`config.mk`:
```
export PLATFORM = sky130hd
export DESIGN_NAME = pwm_updown_timebase
export DESIGN_NICKNAME = d
export VERILOG_FILES = /design/src/rtl/pwm_updown_timebase.sv
export SDC_FILE = /design/constraint.sdc
export NUM_CORES = 1
export LEC_CHECK = 0
export BUFFER_PORTS_ARGS = -buffer_cell sky130_fd_sc_hd__buf_4
export CORE_ASPECT_RATIO = 0.6
export CORE_MARGIN = 5
export CORE_UTILIZATION = 25
export CTS_CLUSTER_SIZE = 30
export DETAILED_ROUTE_END_ITERATION = 12
export MAX_ROUTING_LAYER = met4
export SLEW_MARGIN = 10
export SYNTH_ARGS = -nofsm -noshare
export SYNTH_HDL_FRONTEND = slang
export SYNTH_SLANG_ARGS = --single-unit
```
`constraint.sdc`:
```
create_clock -name clk -period 2.7 [get_ports clk]
set_input_delay 0.27 -clock clk [delete_from_list [all_inputs] [get_ports clk]]
set_output_delay 0.27 -clock clk [all_outputs]
set_load 0.03 [all_outputs]
```
`src/rtl/pwm_updown_timebase.sv`:
```
module pwm_updown_timebase #(
  parameter int CNT_W = 16
) (
  input  logic             clk,
  input  logic             rst_n,
  input  logic             run,
  input  logic [CNT_W-1:0] period,
  input  logic [CNT_W-1:0] phase,
  input  logic             phase_en,
  input  logic             phase_up,
  input  logic             sync_sel,
  input  logic             sync_in,
  input  logic             cnt_wr,
  input  logic [CNT_W-1:0] cnt_wdata,
  output logic [CNT_W-1:0] count,
  output logic             dir_up,
  output logic             zero_evt,
  output logic             prd_evt,
  output logic             sync_out
);

  localparam logic [CNT_W-1:0] ONE = CNT_W'(1);

  logic [CNT_W-1:0] cnt_q, cnt_step;
  logic             dir_q, moved_q;

  wire at_zero  = (cnt_q == '0);
  wire at_top   = !at_zero && (cnt_q >= period);
  wire eff_up   = at_zero | (!at_top & dir_q);
  wire load_now = run & phase_en & sync_in;

  always_comb begin
    if (at_zero)
      cnt_step = (period == '0) ? cnt_q : cnt_q + ONE;
    else if (eff_up)
      cnt_step = cnt_q + ONE;
    else
      cnt_step = cnt_q - ONE;
  end

  always_ff @(posedge clk) begin
    if (!rst_n) begin
      cnt_q   <= '0;
      dir_q   <= 1'b1;
      moved_q <= 1'b0;
    end else if (run) begin
      if (load_now) begin
        cnt_q   <= phase;
        dir_q   <= phase_up;
        moved_q <= 1'b0;
      end else begin
        cnt_q   <= cnt_step;
        dir_q   <= eff_up;
        moved_q <= (cnt_step != cnt_q);
      end
    end else begin
      moved_q <= 1'b0;
      if (cnt_wr)
        cnt_q <= cnt_wdata;
    end
  end

  assign count    = cnt_q;
  assign dir_up   = eff_up;
  assign zero_evt = moved_q & at_zero;
  assign prd_evt  = moved_q & !at_zero & (cnt_q == period);
  assign sync_out = sync_sel ? sync_in : zero_evt;

  p_step_r2: assert property (@(posedge clk) disable iff (!rst_n)
    run && !load_now && count != '0 && count < period
    |=> (count == $past(count) + ONE) || (count == $past(count) - ONE));

  p_leave_zero_r3: assert property (@(posedge clk) disable iff (!rst_n)
    run && !load_now && count == '0 && period != '0 |=> count == ONE);

  p_leave_top_r8: assert property (@(posedge clk) disable iff (!rst_n)
    run && !load_now && count != '0 && count >= period
    |=> count == $past(count) - ONE);

  p_zero_single_r4: assert property (@(posedge clk) disable iff (!rst_n)
    zero_evt |=> !zero_evt);

  p_sync_zero_r5: assert property (@(posedge clk) disable iff (!rst_n)
    !sync_sel && sync_out |-> count == '0 && $past(run));

  p_load_r7: assert property (@(posedge clk) disable iff (!rst_n)
    load_now |=> count == $past(phase) && !zero_evt && !prd_evt);

  p_gate_hold_r9: assert property (@(posedge clk) disable iff (!rst_n)
    !run && !cnt_wr |=> $stable(count));

  p_write_r10: assert property (@(posedge clk) disable iff (!rst_n)
    !run && cnt_wr |=> count == $past(cnt_wdata));

endmodule

```
==> flow_summary.json <==
{
  "maxCapViolCount": 0,
  "synth_cell_types": 50,
  "comb_power_share_pct": 44.4,
  "timing.critical_path.cells": "ha_1 -> a21oi_1 -> o21a_1 -> a2bb2oi_1 -> nand3_2 -> buf_4 -> a211oi_1 -> o21ai_0 -> a31oi_1",
  "finalSetupTns_ns": 0,
  "hold_path.class": "primary input to flip-flop",
  "cts_buffers": 3,
  "cpLargestDelayFamily": "compound AO/OA/AOI/OAI gates",
  "viasPerCell": 5.193,
  "chipWidth_um": 127.5,
  "synth-seq-area-share_pct": 17.40,
  "grt_overflow": 0,
  "root_buffer": "clkbuf_16",
  "wirelength_um": 8046,
  "drtIter0Drc": 238,
  "p_switching_mw": 0.4575,
  "crit_arrival_ns": 2.67,
  "worst_pin_slew_ns": 0.4189,
  "power_per_cell_area_nw_per_um2": 420.9,
  "antenna_cells": 0,
  "drv_slew": 0,
  "grt_usage_pct": 16.07,
  "synth_fp_nets": 348,
  "num_io_pins": 76,
  "grt_first_pass_wirelength_um": 12680,
  "clock_latency_ns": 0.26,
  "ys_ff_latch": 18,
  "portBuffers": 75,
  "die_h_um": 80.50,
  "fin_crit_sh_pct": 94.15,
  "cts_tree": "done",
  "multi_input_area_um2": 1564,
  "place_congestion": 0.9668,
  "clk_path_buf_depth": 2,
  "ir_drop_uv": 212.0,
  "slew_headroom_pct": 72.04,
  "crit_fanout": 10,
  "max_stage_delay_ns": 0.54,
  "finalClockSkew_ns": 0.004422,
  "yosysMostFrequentCell": "nand2_1",
  "dp_hpwl_um": 6536,
  "syn_inst": 274,
  "finalHoldViolCount": 0,
  "post_drt_wl_per_cell_um": 17.42,
  "seqCellArea_um2": 361.6,
  "design.core.area_um2": 7976,
  "yosysTopAreaCell": "dfxtp_1",
  "switching_share_pct": 37.41,
  "end_kind": "flip-flop",
  "yosys-top-cells-count": "nand2_1, a21oi_1, inv_1, nor2_1",
  "place_inst": 458,
  "synth_warnings": 0,
  "finalNonFillerCells": 462,
  "synth_top_area_share_pct": 17.40,
  "syn_area_um2": 2071,
  "drt_pass1_iterations": 4,
  "critPathKind": "flip-flop to flip-flop",
  "die-area_um2": 10260,
  "status": "complete, no violations",
  "grt_max_degree": 28,
  "crit_slowest_cell": "dfxtp_1",
  "fillers": 855,
  "avgSynthCellArea_um2": 7.557,
  "start_kind": "flip-flop",
  "drc": 0,
  "rsz0062_at_grt": "false",
  "fin_crit_ns": 2.542,
  "fin_util_pct": 36.42,
  "num_rows": 25,
  "antenna_found_initial": 0,
  "cts_max_level": 1,
  "postRouteAntennaNets": 0,
  "drive_above_1_share_pct": 34.75,
  "synth_edf_count": 0,
  "finalNetCount": 429,
  "start_util_pct": 25.96,
  "synth-main-ff-cell": "dfxtp_1",
  "p_int_mw": 0.7655,
  "grt_pass1_vias": 2297,
  "path_clk_slew_ns": 0.06,
  "pwr-share-seq_pct": 27.4,
  "required_ns": 2.83,
  "area_growth_pct": 40.30,
  "critPathBufInv": 1,
  "clock-sinks": 18,
  "num_vias": 2399,
  "setup_viol": 0,
  "yosys-top-cells-area": "dfxtp_1, ha_1, mux2_2",
  "fmax_mhz": 393.4,
  "async_flop_share_pct": 0,
  "cellLeakagePower_nw": 1.383,
  "power.share.clock_pct": 28.2
}
-- path summary, 6_finish.rpt --
| kind | startpoint | to | slack [ns] | cells past startpoint |
|---|---|---|---|---|
| worst max-delay path | count[11] | count[12] | 0.16 | 9 |
| worst min-delay path | phase[6] | count[6] | 0.28 | 3 |
| worst max register to register | count[11] | count[12] | 0.16 | 9 |
| worst min register to register | dir_q | dir_q | 0.54 | 2 |
-- layout by cell type (no fill, tap or decap), drive strengths merged, types with 2 or more instances in the layout --
cell type,netlist,layout
a21oi,23,23
a31oi,4,4
and2,5,5
and3,5,5
and4,2,2
buf,5,90
clkbuf,8,4
dfxtp,18,18
ha,18,18
inv,20,20
mux2,15,15
mux2i,14,14
nand2,32,32
nand2b,2,2
nand3,12,12
nand3b,3,3
nand4,6,6
nor2,20,20
nor3,7,7
nor4,5,5
o21ai,17,17
o221ai,9,9
or3,2,2
or4,2,2
xnor2,6,6
xor2,4,4
-- state kept, by name, indices dropped and copies added, names as in the netlist --
name,count
moved_q,1
dir_q,1
count,16
-- routing by layer --
| metal | global-route usage [%] | routed length, um | vias up |
|---|---|---|---|
| met2 | 21.51 | 2987 | 141 |
| met5 | - | 0 | - |
| met3 | 3.455 | 884 | 4 |
| met4 | 1.392 | 19 | 0 |
| li1 | - | - | 1156 |
| met1 | 24.84 | 4154 | 1098 |
-- stage by stage --
| step | instance area, um2 | total power, mW | hold slack (ns) | setup slack (ns) |
|---|---|---|---|---|
| finish | 2905 | 1.223 | 0.2801 | 0.1581 |
| global route | 2905 | 1.290 | 0.3017 | 0.01144 |
| floorplan | 2071 | 0.6611 | 0.4242 | 0.09865 |
| detailed placement | 2804 | 0.8742 | 0.5182 | 0.1826 |
| CTS | 2893 | 1.218 | 0.2791 | 0.04069 |
| global placement | 2804 | 0.8687 | 0.5168 | 0.1410 |
-- cell type report --
cell class | count | share of cell area, %
Clock buffer | 4 | 3.058
Inverter | 20 | 2.756
Multi-Input combinational cell | 222 | 53.83
Sequential cell | 18 | 12.45
Tap cell | 108 | 4.651
Timing Repair Buffer | 90 | 23.26
-- worst min-delay path: stages --
cell,delay (ns)
buf_4,0.11
nand2_1,0.04
a31oi_1,0.07
-- power by group through the flow --
stage	logic (mW)	registers, mW	clock network, mW
2_1_floorplan	0.287	0.374	0
3_3_place_gp	0.532	0.337	0
3_5_place_dp	0.536	0.338	0
4_1_cts	0.538	0.332	0.348
5_1_grt	0.593	0.339	0.357
6_report	0.543	0.335	0.345
-- cell families (layout without fill, tap and decap cells) --
family | after synthesis | count (layout) | synth area share [%]
buffers and inverters | 34 | 114 | 7.613
AND/OR/NAND/NOR | 105 | 105 | 27.19
flip-flops | 18 | 18 | 17.40
XOR/XNOR | 10 | 10 | 4.229
multiplexers | 29 | 29 | 15.11
AO/OA/AOI/OAI | 60 | 60 | 17.58
adder cells (fa/ha/maj) | 18 | 18 | 10.88
-- repair_timing --
action / in CTS / in global routing
resized for setup: 0 / 3
buffers inserted: 0 / 0
hold buffers: 0 / 0
setup endpoints to repair: 0 / 6
Note: power is estimated with default switching activity, not from simulation.
